$ cat src/rtl/irqv_pkg.sv
// Package irqv_pkg
// Shared register-port address map for the interrupt vector controller.
// Assumes a two-bit word address on the register port.
package irqv_pkg;
    typedef enum logic [1:0] {
        ADDR_EDGE = 2'd0,
        ADDR_PEND = 2'd1,
        ADDR_MASK = 2'd2,
        ADDR_VEC  = 2'd3
    } reg_addr_e;
endpackage

$ cat src/rtl/irqv_edge_detect.sv
// Module irqv_edge_detect
// Synchronizes each input line through SYNC_STAGES flops and flags a
// one-cycle event on any transition, or on a falling transition only
// when the line's falling_only bit is set.
// Assumes the inputs are asynchronous and stay stable for at least two clocks.
module irqv_edge_detect #(
    parameter int unsigned N           = 16,
    parameter int unsigned SYNC_STAGES = 2
) (
    input  logic         clk,
    input  logic         rst_n,
    input  logic [N-1:0] lines_i,
    input  logic [N-1:0] falling_only_i,
    output logic [N-1:0] evt_o
);
    localparam int unsigned LAST = SYNC_STAGES - 1;

    logic [N-1:0] chain [SYNC_STAGES];
    logic [N-1:0] prev_q;

    // Synchronizer chain plus one history stage used for edge comparison.
    always_ff @(posedge clk) begin
        if (!rst_n) begin
            for (int s = 0; s < SYNC_STAGES; s++) chain[s] <= '0;
            prev_q <= '0;
        end else begin
            chain[0] <= lines_i;
            for (int s = 1; s < SYNC_STAGES; s++) chain[s] <= chain[s-1];
            prev_q <= chain[LAST];
        end
    end

    // Each line picks its own edge rule.
    for (genvar i = 0; i < N; i++) begin : g_line
        assign evt_o[i] = falling_only_i[i] ? (prev_q[i] & ~chain[LAST][i])
                                            : (prev_q[i] ^ chain[LAST][i]);
    end

    // a falling-only line never reports an event while its synchronized level is high.
    assert_fall_only_R3: assert property (@(posedge clk) disable iff (!rst_n)
        ((evt_o & falling_only_i & chain[LAST]) == '0));
endmodule

$ cat src/rtl/irqv_pending.sv
// Module irqv_pending
// Sticky pending bits: set by events, cleared by write-one-to-clear.
// A set and a clear of the same bit in one cycle leave it set.
module irqv_pending #(
    parameter int unsigned N = 16
) (
    input  logic         clk,
    input  logic         rst_n,
    input  logic [N-1:0] set_i,
    input  logic [N-1:0] clr_i,
    output logic [N-1:0] pend_o
);
    // Update pending: clear first, then apply new events on top.
    always_ff @(posedge clk) begin
        if (!rst_n) pend_o <= '0;
        else        pend_o <= (pend_o & ~clr_i) | set_i;
    end

    // every requested set is visible on the next cycle, clear or not.
    assert_set_wins_R5: assert property (@(posedge clk) disable iff (!rst_n)
        (set_i != '0) |=> ((pend_o & $past(set_i)) == $past(set_i)));

    // a clear that is not overlapped by a set removes the bit.
    assert_w1c_R4: assert property (@(posedge clk) disable iff (!rst_n)
        ((clr_i & ~set_i) != '0) |=> ((pend_o & $past(clr_i & ~set_i)) == '0));
endmodule

$ cat src/rtl/irqv_prio_enc.sv
// Module irqv_prio_enc
// Fixed priority encoder: the highest-numbered active request wins and
// maps to VEC_BASE + (N-1-index); no request gives VEC_ERR.
// Assumes VEC_BASE + N - 1 fits in VEC_W bits and differs from VEC_ERR.
module irqv_prio_enc #(
    parameter int unsigned N        = 16,
    parameter int unsigned VEC_W    = 6,
    parameter int unsigned VEC_BASE = 48,
    parameter int unsigned VEC_ERR  = 0
) (
    input  logic [N-1:0]     req_i,
    output logic [VEC_W-1:0] vec_o
);
    // Scan upward so the last (highest) active line overrides lower ones.
    always_comb begin
        vec_o = VEC_W'(VEC_ERR);
        for (int i = 0; i < N; i++) begin
            if (req_i[i]) vec_o = VEC_W'(VEC_BASE + N - 1 - i);
        end
    end
endmodule

$ cat src/rtl/irq_vector_ctrl.sv
// Module irq_vector_ctrl
// Top of the edge-triggered interrupt vector controller: holds the
// edge-select and mask registers, the register read mux and the
// registered interrupt output. Synchronous active-low reset.
// Assumes reg_rdata is sampled combinationally within the same cycle.
module irq_vector_ctrl
    import irqv_pkg::*;
#(
    parameter int unsigned NUM_LINES   = 16,
    parameter int unsigned VEC_W       = 6,
    parameter int unsigned VEC_BASE    = 48,
    parameter int unsigned VEC_ERR     = 0,
    parameter int unsigned SYNC_STAGES = 2
) (
    input  logic                 clk,
    input  logic                 rst_n,
    input  logic [NUM_LINES-1:0] line_in,
    input  logic                 reg_wr,
    input  logic [1:0]           reg_addr,
    input  logic [NUM_LINES-1:0] reg_wdata,
    output logic [NUM_LINES-1:0] reg_rdata,
    output logic                 irq
);
    localparam logic [VEC_W-1:0] ERR_CODE = VEC_W'(VEC_ERR);

    reg_addr_e            sel;
    logic [NUM_LINES-1:0] edge_sel_q;
    logic [NUM_LINES-1:0] mask_q;
    logic [NUM_LINES-1:0] evt;
    logic [NUM_LINES-1:0] pend;
    logic [NUM_LINES-1:0] clr;
    logic [NUM_LINES-1:0] active;
    logic [VEC_W-1:0]     vec;

    assign sel    = reg_addr_e'(reg_addr);
    assign clr    = (reg_wr && sel == ADDR_PEND) ? reg_wdata : '0;
    assign active = pend & mask_q;

    irqv_edge_detect #(.N(NUM_LINES), .SYNC_STAGES(SYNC_STAGES)) u_edge (
        .clk            (clk),
        .rst_n          (rst_n),
        .lines_i        (line_in),
        .falling_only_i (edge_sel_q),
        .evt_o          (evt)
    );

    irqv_pending #(.N(NUM_LINES)) u_pend (
        .clk    (clk),
        .rst_n  (rst_n),
        .set_i  (evt),
        .clr_i  (clr),
        .pend_o (pend)
    );

    irqv_prio_enc #(.N(NUM_LINES), .VEC_W(VEC_W), .VEC_BASE(VEC_BASE), .VEC_ERR(VEC_ERR)) u_enc (
        .req_i (active),
        .vec_o (vec)
    );

    // Software-written configuration registers.
    always_ff @(posedge clk) begin
        if (!rst_n) begin
            edge_sel_q <= '0;
            mask_q     <= '0;
        end else if (reg_wr) begin
            if (sel == ADDR_EDGE) edge_sel_q <= reg_wdata;
            if (sel == ADDR_MASK) mask_q     <= reg_wdata;
        end
    end

    // Registered interrupt request from the enabled pending lines.
    always_ff @(posedge clk) begin
        if (!rst_n) irq <= 1'b0;
        else        irq <= |active;
    end

    // Read mux; the vector is zero-extended to the port width.
    always_comb begin
        unique case (sel)
            ADDR_EDGE: reg_rdata = edge_sel_q;
            ADDR_PEND: reg_rdata = pend;
            ADDR_MASK: reg_rdata = mask_q;
            ADDR_VEC:  reg_rdata = NUM_LINES'(vec);
            default:   reg_rdata = '0;
        endcase
    end

    // the enable mask leaves reset all-disabled.
    assert_mask_reset_R1: assert property (@(posedge clk) disable iff (!rst_n)
        $rose(rst_n) |-> (mask_q == '0));

    // the encoder reports the error code exactly when no enabled line is pending.
    assert_err_vec_R9: assert property (@(posedge clk) disable iff (!rst_n)
        ((|(pend & mask_q)) == (vec != ERR_CODE)));

    // a raised irq follows a cycle in which the vector named a line.
    assert_irq_src_R6: assert property (@(posedge clk) disable iff (!rst_n)
        irq |-> ($past(vec) != ERR_CODE));
endmodule

$ cat config.mk
export PLATFORM = sky130hd
export DESIGN_NAME = irq_vector_ctrl
export DESIGN_NICKNAME = d
export VERILOG_FILES = /design/src/rtl/irqv_pkg.sv /design/src/rtl/irqv_edge_detect.sv /design/src/rtl/irqv_pending.sv /design/src/rtl/irqv_prio_enc.sv /design/src/rtl/irq_vector_ctrl.sv
export SDC_FILE = /design/constraint.sdc
export NUM_CORES = 1
export LEC_CHECK = 0
export ABC_AREA = 1
export CAP_MARGIN = 20
export CORE_AREA = 2 2 110 112
export DETAILED_ROUTE_END_ITERATION = 8
export DIE_AREA = 0 0 112 114
export DONT_BUFFER_PORTS = 1
export PLACE_DENSITY = 0.47
export SYNTH_ARGS = -nofsm -noshare
export SYNTH_HDL_FRONTEND = slang
export SYNTH_SLANG_ARGS = --single-unit
$ cat constraint.sdc
create_clock -name clk -period 4.8 [get_ports clk]
set_clock_uncertainty 0.2 [all_clocks]
set_input_delay 0.96 -clock clk [delete_from_list [all_inputs] [get_ports clk]]
set_output_delay 0.96 -clock clk [all_outputs]
set_load 0.05 [all_outputs]
Word level (Yosys, flattened, before mapping)
Memory sizes are Yosys's and may differ from the RTL's.
Cells that the tools add are included.
{"block": "classes", "n_eq_ne": 3, "muxes": 38, "bitwise_logic": 54, "reduce_logical": 5}
{"operator": "$mux W6", "count": 16}
{"operator": "$pmux W16 S4", "count": 1}
{"operator": "$mux W16", "count": 3}
{"operator": "$and A16 B16 Y16", "count": 2}
{"operator": "$mux W1", "count": 18}
{"operator": "$and A1 B1 Y1", "count": 16}
{"operator": "$not A1 Y1", "count": 16}
{"operator": "$not A16 Y16", "count": 1}
{"operator": "$or A16 B16 Y16", "count": 1}
{"operator": "$reduce_or A16 Y1", "count": 1}
{"operator": "$xor A1 B1 Y1", "count": 16}
{"operator": "$eq A2 B2 Y1 const B", "count": 2}
{"operator": "$reduce_and A2 Y1", "count": 2}
{"operator": "$eq A2 B1 Y1 const B", "count": 1}
{"operator": "$logic_not A2 Y1", "count": 1}
{"operator": "$or A1 B1 Y1", "count": 2}
{"operator": "$logic_and A1 B1 Y1", "count": 1}
{"block": "totals", "reg_bits": 65, "mem_bits_rw": 32, "output_inout_bits": 17, "elab_cells": 106, "memories": 1}
{"memory": "u_edge.chain", "words": 2, "word_bits": 16, "rd": 2, "rd_clocked_by_memory_dff": 0, "write_ports": 2, "line": "irqv_edge_detect.sv:18", "text": "logic [N-1:0] chain [SYNC_STAGES];"}

Logic depth before layout (Yosys ltp)
Gate-level depths: netlist of run 1.
{"block": "logic_depth", "word_depth": 18, "depth_mapped": 18, "ltp_nobuf": 18}

Modules after synthesis
A second synthesis of run 1 with hierarchy kept.
{"block": "unflattened", "cells_unflattened": 616, "hier_area_um2": 4356.7}
{"module": "irqv_edge_detect", "n_inst": 1, "cells_each": 213, "area_each_um2": 1761.7, "seq_area_each_um2": 960.9}
{"module": "irq_vector_ctrl", "n_inst": 1, "cells_each": 271, "area_each_um2": 1745.4, "seq_area_each_um2": 660.6}
{"module": "irqv_pending", "n_inst": 1, "cells_each": 82, "area_each_um2": 633.1, "seq_area_each_um2": 320.3}
{"module": "irqv_prio_enc", "n_inst": 1, "cells_each": 50, "area_each_um2": 216.5, "seq_area_each_um2": 0.0}

Worst setup path before layout of run 1
Ideal clock, no wire load.
{"block": "synth_path", "path_kind": "input-to-output", "from": "in reg_addr[1]", "to": "out reg_rdata[10]", "arrival_ps": 2305, "required_ps": 3640, "slack_ps": 1335, "path_stages": 4, "path_cell_list": "nor2_1 inv_2 clkbuf_1 o221ai_1"}
{"block": "synth_between", "elab_chain_len": 2}
{"item": "start, declared", "line": "irq_vector_ctrl.sv:19", "text": "input logic [1:0] reg_addr,"}
{"item": "$eq A2 B2 Y1 (tied with other cells)", "line": "irq_vector_ctrl.sv:79", "text": "unique case (sel)"}
{"item": "$pmux W16 S4 (*)", "line": "irq_vector_ctrl.sv:79"}
{"item": "end, declared", "line": "irq_vector_ctrl.sv:21", "text": "output logic [NUM_LINES-1:0] reg_rdata,"}
Mark *: on every way between the ends. The rest lies on a longest branch, timed or not.

Worst setup path in the final report of run 1
{"block": "layout_path", "from": "in reg_addr[1]", "to": "out reg_rdata[0]"}
Same word-level chain as after synthesis.

==> results of run 1 <==
cell usage after synthesis:
library cell | instances | share of area
inv_1 | 99 | 0.093
nor2_2 | 1 | 0.0016
ha_1 | 16 | 0.050
o31ai_1 | 1 | 0.0019
o221ai_1 | 10 | 0.022
nand2_2 | 5 | 0.0079
a21oi_2 | 1 | 0.0022
clkinv_1 | 1 | 0.00094
buf_2 | 2 | 0.0025
a31oi_1 | 2 | 0.0031
dfxtp_1 | 97 | 0.49
nand4_1 | 1 | 0.0016
nor2_1 | 7 | 0.0066
o2111ai_1 | 1 | 0.0022
nand3_1 | 19 | 0.024
a221oi_1 | 2 | 0.0044
nand2_1 | 133 | 0.13
a21oi_1 | 54 | 0.068
clkbuf_1 | 20 | 0.019
nor4_2 | 1 | 0.0031
o21ai_1 | 29 | 0.036
o21ai_0 | 25 | 0.031
inv_2 | 4 | 0.0038
buf_1 | 1 | 0.00094
through the flow:
| stage | power [uW] | hold slack [ps] | cells | setup slack [ps] |
|---|---|---|---|---|
| floorplan | 1044 | 190.5 | 532 | 1335 |
| global placement | 1078 | 191.8 | 672 | 1450 |
| global route | 1800 | 233.3 | 686 | 1166 |
| CTS | 1731 | 210.9 | 685 | 1385 |
| finish | 1703 | 210.0 | 686 | 1418 |
| detailed placement | 1082 | 196.3 | 672 | 1388 |
final cells by class:
type | count | share of cell area
Clock buffer | 12 | 0.05507
Clock inverter | 1 | 0.001118
Inverter | 104 | 0.08722
Multi-Input combinational cell | 308 | 0.3486
Sequential cell | 97 | 0.4339
Tap cell | 147 | 0.04110
Timing Repair Buffer | 17 | 0.03299
sequential cells by signal (all words and copies together), names as in the netlist:
name / cells
mask_q: 16
u_pend.pend_o: 16
u_edge.chain: 32
u_edge.prev_q: 16
irq: 1
edge_sel_q: 16
routing by layer:
metal,up-vias,part of all wire,track usage
met1,1424,0.47,0.1835
met2,67,0.46,0.2420
met4,0,0.014,0.04797
met5,-,0,0
met3,11,0.059,0.05951
li1,1690,-,-
worst max-delay path: cells and delay by family:
| family | cells | cell delay (ps) |
|---|---|---|
| compound gates | 2 | 750 |
| buf+inv | 2 | 440 |
| simple gates | 1 | 50 |
power groups by stage:
stage	registers, uW	logic, uW	clock network (uW)
after floorplan	890	154	0
after CTS	877	188	667
after global routing	882	213	705
after detailed placement	895	187	0
final	877	187	639
after global placement	894	184	0
final timing paths:
path / from / end / slack, ps
worst min-delay path: u_edge.chain[0][6] / u_edge.chain[0][22] / 210
worst min register to register: u_edge.chain[0][6] / u_edge.chain[0][22] / 210
worst max-delay path: reg_addr[1] / reg_rdata[0] / 1420
worst max register to register: mask_q[0] / irq / 3430
logic make-up after synthesis:
| logic type | after synthesis | share of synthesized area |
|---|---|---|
| compound gates | 125 | 0.1716 |
| fa+ha+maj | 16 | 0.05028 |
| buf+inv | 127 | 0.1204 |
| flops | 97 | 0.4877 |
| simple gates | 167 | 0.1700 |
==> metrics, run 1 <==
Worst setup SP type=input pin; first-pass GRT wire length=14960 um; Cell Rows=40; H-tree levels=3; Antenna diodes=0; Post-Synthesis Cells=~530; measured slew at the worst slew-check pin=between 700 and 800 ps; Util after Layout=0.3822; clock latency on the worst-skew pair=around 340 ps; DRC viols=0; max cap viols=0; Final setup viols=0; RSZ-0062 raised after global routing=false; Nets=slightly below 600; Longest Clk Path Bufs=2; Die H=between 100 and 150 um; outcome=completed; hold buffers post-CTS=0; routability cong.=0.7896; total CTS buffers=9; arrival time worst endpoint=approximately 2200 ps; Critical Path RT=~3600 ps; antenna viol nets, final=0; remaining global-route overflow=0; Multi-input gate area=0.001560 mm2; syn avg cell area=about 7.5 um2; Sw Ratio=0.2547; commonest non-fill, non-tap cell in the layout=nand2_1; synthesized area=0.003981 mm2; Sink Count=97; min Tclk post-route=~3400 ps; share of layout cells above drive strength 1=0.07421; IO Pins=54; Seq pwr share=0.515; Pins Over Slew Limit=0; FF+latch area=0.001942 mm2; fin crit share=0.7046; Clock Power Share=0.375; Leak=roughly 0.0022 uW; WL final=just under 9000 um; Layout fillers=approximately 1200; worst path cell trace=inv_2, nand2_1, inv_2, a221oi_1, a21oi_2; Setup Buffers After CTS=0; CTS tree=done; Die Area=around 0.013 mm2; initial antenna violation count=0; Hold Crit Depth=2; post-synthesis sequential area ratio=0.4877; switching pwr=433.9 uW; clk slew on worst S/H paths=approximately 60 ps; crit path max fanout=32; Core ar.=about 0.012 mm2; area post-placement=0.004197 mm2; most frequent cells in the layout=nand2_1 (133), inv_1 (99), dfxtp_1 (97), a21oi_1 (54), o21ai_1 (29); DR WL/cell=about 13 um; flops & latches, synth=97; DR vias=about 3200; Layout area overhead=12.41%; post-CTS sizing=0; Setup TNS Final=0 ps; Slowest cell on crit path=a21oi_2; Port Buf Inserts=0; Worst R2R Path Depth=6; worst setup path category=input pin to primary output; HPWL after DPL=5774 um; count of different cell masters after synthesis=24; Slew HR=0.5322; vias in the first global route=roughly 3000; vias per inst=4.653; CP endpoint kind=primary output; Fin. Hold Viols=0; Root Buffer=clkbuf_16; combinational power share=0.110; Hold Path Class=register to register; GR Util All Layers=0.1494; VDD IR max=about 240 uV; Die W=around 110 um; Internal Power=roughly 1300 uW; final instance area=between 0.004 and 0.005 mm2; largest stage delay on the critical path=~550 ps; f_max=approximately 300 MHz; Worst path most repeated cell=inv_2; Yosys Warn Count=0; initial core utilization=0.3400; total iterations of the first detailed-routing run=4; PwrDens=380.6 mW/mm2; Net Count, Synth=between 500 and 600; pin count of the biggest net entering global routing=81; DR iter-0 viols=roughly 220
No activity file was read; power rests on OpenSTA's default activity.
==> inputs of run 2 (changes only) <==
--- a/config.mk
+++ b/config.mk
@@ -5,11 +5,11 @@
 export SDC_FILE = /design/constraint.sdc
 export NUM_CORES = 1
 export LEC_CHECK = 0
-export ABC_AREA = 1
+export ABC_AREA = 0
 export CAP_MARGIN = 20
-export CORE_AREA = 2 2 110 112
+export CORE_AREA = 2 2 112 114
 export DETAILED_ROUTE_END_ITERATION = 8
-export DIE_AREA = 0 0 112 114
+export DIE_AREA = 0 0 114 116
 export DONT_BUFFER_PORTS = 1
 export PLACE_DENSITY = 0.47
 export SYNTH_ARGS = -nofsm -noshare
==> constraint.sdc (replaced) <==
create_clock -name clk -period 3.3 [get_ports clk]
set_clock_uncertainty 0.2 [all_clocks]
set_input_delay 0.66 -clock clk [delete_from_list [all_inputs] [get_ports clk]]
set_output_delay 0.66 -clock clk [all_outputs]
set_load 0.05 [all_outputs]
==> metrics, run 2 <==
CP endpoint kind=primary output; Non-Filler Instances=623 (-9.2%); Longest Clk Path Bufs=2 (unchanged); setup ws final=168.0 ps (-1250 ps); top post-synthesis cells by count=nand2_1 (105), dfxtp_1 (97), and2_1 (52); Sw Ratio=0.2150 (-0.03966); flops & latches, synth=97 (unchanged); crit path max fanout=5 (-84%); measured slew at the worst slew-check pin=1074 ps (+373.7 ps); HPWL after DPL=6166 um (+6.8%); first-pass GRT wire length=15320 um (+2.4%); initial antenna violation count=0 (unchanged); met2 Use GR=0.2278 (-0.01424); Post-Synthesis Cells=470 (-12%); H-tree levels=3 (unchanged); Setup Buffers After CTS=0 (unchanged); cell accounting for the most synthesized area=dfxtp_1; Slew HR=0.2947 (-0.2375); r2r setup slk=1450 ps (-1980 ps); hold buffers post-CTS=0 (unchanged); outcome=completed; Antenna diodes=0 (unchanged); hold slack=232.7 ps (+22.76 ps); f_max=approximately 320 MHz; syn avg cell area=8.772 um2 (+17%); remaining global-route overflow=0 (unchanged); Post-synth ARST share=0 (unchanged); Cell Rows=40 (unchanged); DR vias=3040 (-4.8%); synthesized area=0.004123 mm2 (+3.6%); Clock Power Share=0.469 (+0.094); GR Util All Layers=0.1513 (+0.001850); routability cong.=0.8457 (+7.1%); DR WL/cell=14.99 um (+15%); DR iter-0 viols=107 (-52%); Die Area=0.01322 mm2 (+3.6%); Sink Count=97 (unchanged); # placed instances=607 (-9.7%); Hold Path Class=register to register; met1 usage=0.2042 (+0.02068); Critical Path RT=2440 ps (-1200 ps); Worst setup SP type=register; Leak=0.001813 uW (-18%); RSZ-0062 raised after global routing=false; vias per inst=4.880 (+4.9%); post-CTS sizing=0 (unchanged); max cap viols=0 (unchanged); Nets=524 (-11%); Core ar.=0.01191 mm2 (+1.7%); most frequent cells in the layout=nand2_1 (105), dfxtp_1 (97), and2_1 (52), a21boi_1 (27), inv_1 (19); switching pwr=593.9 uW (+37%); Post-synth EDFFs=0 (unchanged); worst setup path category=register to primary output; total CTS buffers=9 (unchanged); pre-CTS setup slack=511.9 ps (-876.0 ps); most common cell in the netlist=nand2_1; Die H=116 um (+1.8%); vias in the first global route=2896 (-4.9%); post-synthesis sequential area ratio=0.4710 (-0.01673); Global Route met3 Usage=0.04289 (-0.01662); initial core utilization=0.3461 (+0.006156); Fin. Hold Viols=0 (unchanged); min Tclk post-route=~3100 ps; Synth Flop Type=dfxtp_1; Largest Register=u_edge.chain; share of layout cells above drive strength 1=0.06933 (-0.004884); Root Buffer=clkbuf_16; Yosys Warn Count=0 (unchanged); count of different cell masters after synthesis=39 (+63%); CTS tree=done; Setup TNS Final=0 ps (unchanged); combinational power share=0.073 (-0.037); Die W=114 um (+1.8%); total iterations of the first detailed-routing run=4 (unchanged); DRC viols=0 (unchanged); VDD IR max=248.1 uV (+3.9%); Pins Over Slew Limit=0 (unchanged); Layout area overhead=13.90%; Seq pwr share=0.457 (-0.058); Port Buf Inserts=0 (unchanged); antenna viol nets, final=0 (unchanged); max reg flops=32 (unchanged); Net Count, Synth=523 (-11%); commonest non-fill, non-tap cell in the layout=nand2_1; fin crit share=0.9491; Yosys top cell area share=0.4710 (-0.01673); WL final=9341 um (+4.5%); pin count of the biggest net entering global routing=98 (+21%); clock latency on the worst-skew pair=350 ps (about the same); arrival time worst endpoint=2270 ps (+50 ps); synth top area cells=dfxtp_1 (47%), nand2_1 (9.6%), and2_1 (7.9%); Internal Power=2168 uW (+71%); IO Pins=54 (unchanged); Most Crowded Layer GR=met2; Final setup viols=0 (unchanged); clk slew on worst S/H paths=60 ps (about the same); PwrDens=588.1 mW/mm2 (+55%)
[run 2: cell count changes after synthesis, moves of 10 or more]
cell,before,now
a21boi_1,0,27
o21ai_1,29,0
a21oi_1,54,9
mux2i_1,0,13
nand3_1,19,2
nor2b_1,0,17
a221oi_1,2,14
nand2_1,133,105
nor2_1,7,17
and2_1,0,52
inv_1,99,19
o221ai_1,10,0
[run 2: final timing paths]
kind,depth (start not counted),from,end
max,4,u_pend.pend_o[5],reg_rdata[4]
min,1,u_edge.chain[0][3],u_edge.chain[0][19]
max reg2reg,3,u_pend.pend_o[5],irq
min reg2reg,1,u_edge.chain[0][3],u_edge.chain[0][19]
[run 2: area by class of cell]
class / instances / area, um2
clock buffer: 11 / 252.7
clock inverter: 5 / 125.1
fill: 1213 / 7216
inverter: 19 / 71.32
multi-input combinational: 329 / 2008
sequential: 97 / 1942
tap: 147 / 183.9
timing repair buffer: 15 / 112.6
[run 2: worst max-delay path, cell delays in order, from the launching register on]
cell and delay [ps]:
dfxtp_1 350, a22o_1 270, or4b_4 570, nor4_4 320, o22ai_1 420
[run 2: stage by stage]
step / power, uW / area (um2) / util
detailed placement: 1496 / 4318 / 0.3625
CTS: 2807 / 4696 / 0.3942
global route: 2877 / 4696 / 0.3942
floorplan: 1461 / 4123 / -
finish: 2762 / 4696 / 0.3942
global placement: 1492 / 4318 / 0.3625
[run 2: power groups by stage]
| stage | logic [uW] | registers (uW) | clock network (uW) |
|---|---|---|---|
| 6_report | 203 | 1260 | 1300 |
| 5_1_grt | 226 | 1270 | 1380 |
| 4_1_cts | 207 | 1260 | 1340 |
| 3_5_place_dp | 206 | 1290 | 0 |
| 3_3_place_gp | 204 | 1290 | 0 |
| 2_1_floorplan | 183 | 1280 | 0 |
[run 2: kinds of logic (layout without fill, tap and decap cells)]
| family | after synthesis | after routing | synth area share |
|---|---|---|---|
| DFF | 97 | 97 | 0.4710 |
| AOI/OAI and AO/OA | 98 | 98 | 0.1690 |
| muxes | 13 | 13 | 0.03156 |
| adders and majority gates | 16 | 16 | 0.04856 |
| buffers and inverters | 44 | 50 | 0.04188 |
| and+or+nand+nor | 202 | 202 | 0.2379 |
[run 2: routing by layer]
| metal | vias to the layer above | share of wire |
|---|---|---|
| met3 | 9 | 0.065 |
| met5 | - | 0 |
| li1 | 1579 | - |
| met1 | 1388 | 0.49 |
| met4 | 0 | 0.016 |
| met2 | 64 | 0.43 |
==> inputs of run 3 (changes only) <==
--- a/config.mk
+++ b/config.mk
@@ -7,9 +7,9 @@
 export LEC_CHECK = 0
 export ABC_AREA = 0
 export CAP_MARGIN = 20
-export CORE_AREA = 2 2 112 114
+export CORE_AREA = 2 2 101 127
 export DETAILED_ROUTE_END_ITERATION = 8
-export DIE_AREA = 0 0 114 116
+export DIE_AREA = 0 0 103 129
 export DONT_BUFFER_PORTS = 1
 export PLACE_DENSITY = 0.47
 export SYNTH_ARGS = -nofsm -noshare
==> metrics, run 3 (synthesis results as in run 2) <==
Setup Buffers After CTS=0 (unchanged); vias per inst=4.803 (-1.6%); pin count of the biggest net entering global routing=98 (unchanged); setup ws final=150.7 ps (-17.33 ps); outcome=completed; initial core utilization=0.3422 (-0.003954); Worst setup SP type=register; share of layout cells above drive strength 1=0.06723 (-0.002101); Seq pwr share=0.501 (+0.044); total iterations of the first detailed-routing run=4 (unchanged); Slowest cell on crit path=or4b_4; f_max=317.5 MHz (-0.55%); Core ar.=0.01205 mm2 (+1.2%); HPWL after DPL=6451 um (+4.6%); Final setup viols=0 (unchanged); Longest Clk Path Bufs=2 (unchanged); Cell Rows=45 (+13%); vias in the first global route=2981 (+2.9%); routability cong.=0.7704 (-8.9%); DRC viols=0 (unchanged); Setup TNS Final=0 ps (unchanged); Port Buf Inserts=0 (unchanged); Slew HR=0.3115 (+0.01680); Largest Register=u_edge.chain; Internal Power=1935 uW (-11%); worst setup path category=register to primary output; min Tclk post-route=3149 ps (+17.33 ps); Sw Ratio=0.2329 (+0.01782); commonest non-fill, non-tap cell in the layout=nand2_1; hold buffers post-CTS=0 (unchanged); CTS tree=done; antenna viol nets, final=0 (unchanged); largest stage delay on the critical path=540 ps (-30 ps); Fin. Hold Viols=0 (unchanged); Clock Power Share=0.417 (-0.052); measured slew at the worst slew-check pin=1048 ps (-25.57 ps); Die W=103 um (-9.6%); most frequent cells in the layout=nand2_1 (105), dfxtp_1 (97), and2_1 (52), a21boi_1 (27), inv_1 (19); VDD IR max=207.1 uV (-17%); Hold Path Class=register to register; Leak=0.001782 uW (-1.7%); crit path max fanout=4 (-1); remaining global-route overflow=0 (unchanged); switching pwr=587.2 uW (-1.1%); post-CTS sizing=0 (unchanged); fin crit share=0.9543 (+0.005251); max cap viols=0 (unchanged); WL final=9802 um (+4.9%); Layout area overhead=12.78%; arrival time worst endpoint=2290 ps (+20 ps); DR WL/cell=15.32 um (+2.1%); Root Buffer=clkbuf_16; H-tree levels=3 (unchanged); Antenna diodes=0 (unchanged); combinational power share=0.082 (+0.009); Nets=526 (+0.38%); Layout fillers=1289 (+6.3%); initial antenna violation count=0 (unchanged); Critical Path RT=2440 ps (about the same); clk slew on worst S/H paths=60 ps (about the same); DR vias=3074 (+1.1%); clock latency on the worst-skew pair=340 ps (about the same); first-pass GRT wire length=15940 um (+4.1%); Die H=129 um (+11%); Pins Over Slew Limit=0 (unchanged); RSZ-0062 raised after global routing=false; IO Pins=54 (unchanged); Design Power=2522 uW (-8.7%); GR Util All Layers=0.1577 (+0.006393); CP endpoint kind=primary output; total CTS buffers=9 (unchanged); worst path cell trace=a22oi_1, or4b_4, nor4_4, o22ai_1; DR iter-0 viols=118 (+10%); pre-CTS setup slack=499.8 ps (-12.06 ps); Sink Count=97 (unchanged); PwrDens=542.4 mW/mm2 (-7.8%); max reg flops=32 (unchanged); Die Area=0.01329 mm2 (+0.48%)
[run 3: cell count changes in the layout (fill, tap and decap cells not counted)]
cell       before  now
buf_4          15   17
bufinv_16       4    1
clkbuf_1        0    1
clkinv_2        1    0
clkinv_4        0    1
[run 3: stage by stage]
| stage | hold WS, ps | cell area, um2 | cells | utilization |
|---|---|---|---|---|
| 2_1_floorplan | 211.9 | 4123 | 470 | - |
| 3_3_place_gp | 214.2 | 4354 | 626 | 0.3614 |
| 3_5_place_dp | 218.3 | 4354 | 626 | 0.3614 |
| 4_1_cts | 228.1 | 4649 | 640 | 0.3859 |
| 5_1_grt | 229.5 | 4649 | 640 | 0.3859 |
| 6_report | 231.2 | 4649 | 640 | 0.3859 |
[run 3: metal layers]
metal  track usage  routed length (um)
met4       0.06502                 119
met3       0.03096                 425
met2        0.2490                4672
met1        0.2097                4585
met5             0                   0
[run 3: final cells by class]
cell class	count	area (um2)	share of cell area
clock buffer	12	256.5	0.05517
clock inverter	2	38.79	0.008342
inverter	19	71.32	0.01534
multi-input combinational	329	2008	0.4319
sequential	97	1942	0.4177
tap	164	205.2	0.04413
timing repair buffer	17	127.6	0.02745
[run 3: critical path: cells and delay by family (launching register included)]
kind	cells	cell delay [ps]
compound gates	2	730
flops	1	340
simple gates	2	880
[run 3: power groups by stage]
| stage | clock network [uW] | logic, uW | registers [uW] |
|---|---|---|---|
| global route | 1130 | 230 | 1270 |
| CTS | 1090 | 210 | 1260 |
| detailed placement | 0 | 209 | 1290 |
| floorplan | 0 | 183 | 1280 |
| finish | 1050 | 206 | 1260 |
| global placement | 0 | 206 | 1290 |
[run 3: final timing paths]
path / startpoint / endpoint / slack, ps / cells past startpoint
worst max-delay path: u_pend.pend_o[1] / reg_rdata[5] / 150 / 4
worst min-delay path: u_edge.chain[0][2] / u_edge.chain[0][18] / 230 / 1
worst min register to register: u_edge.chain[0][2] / u_edge.chain[0][18] / 230 / 1
worst max register to register: u_pend.pend_o[1] / irq / 1460 / 3
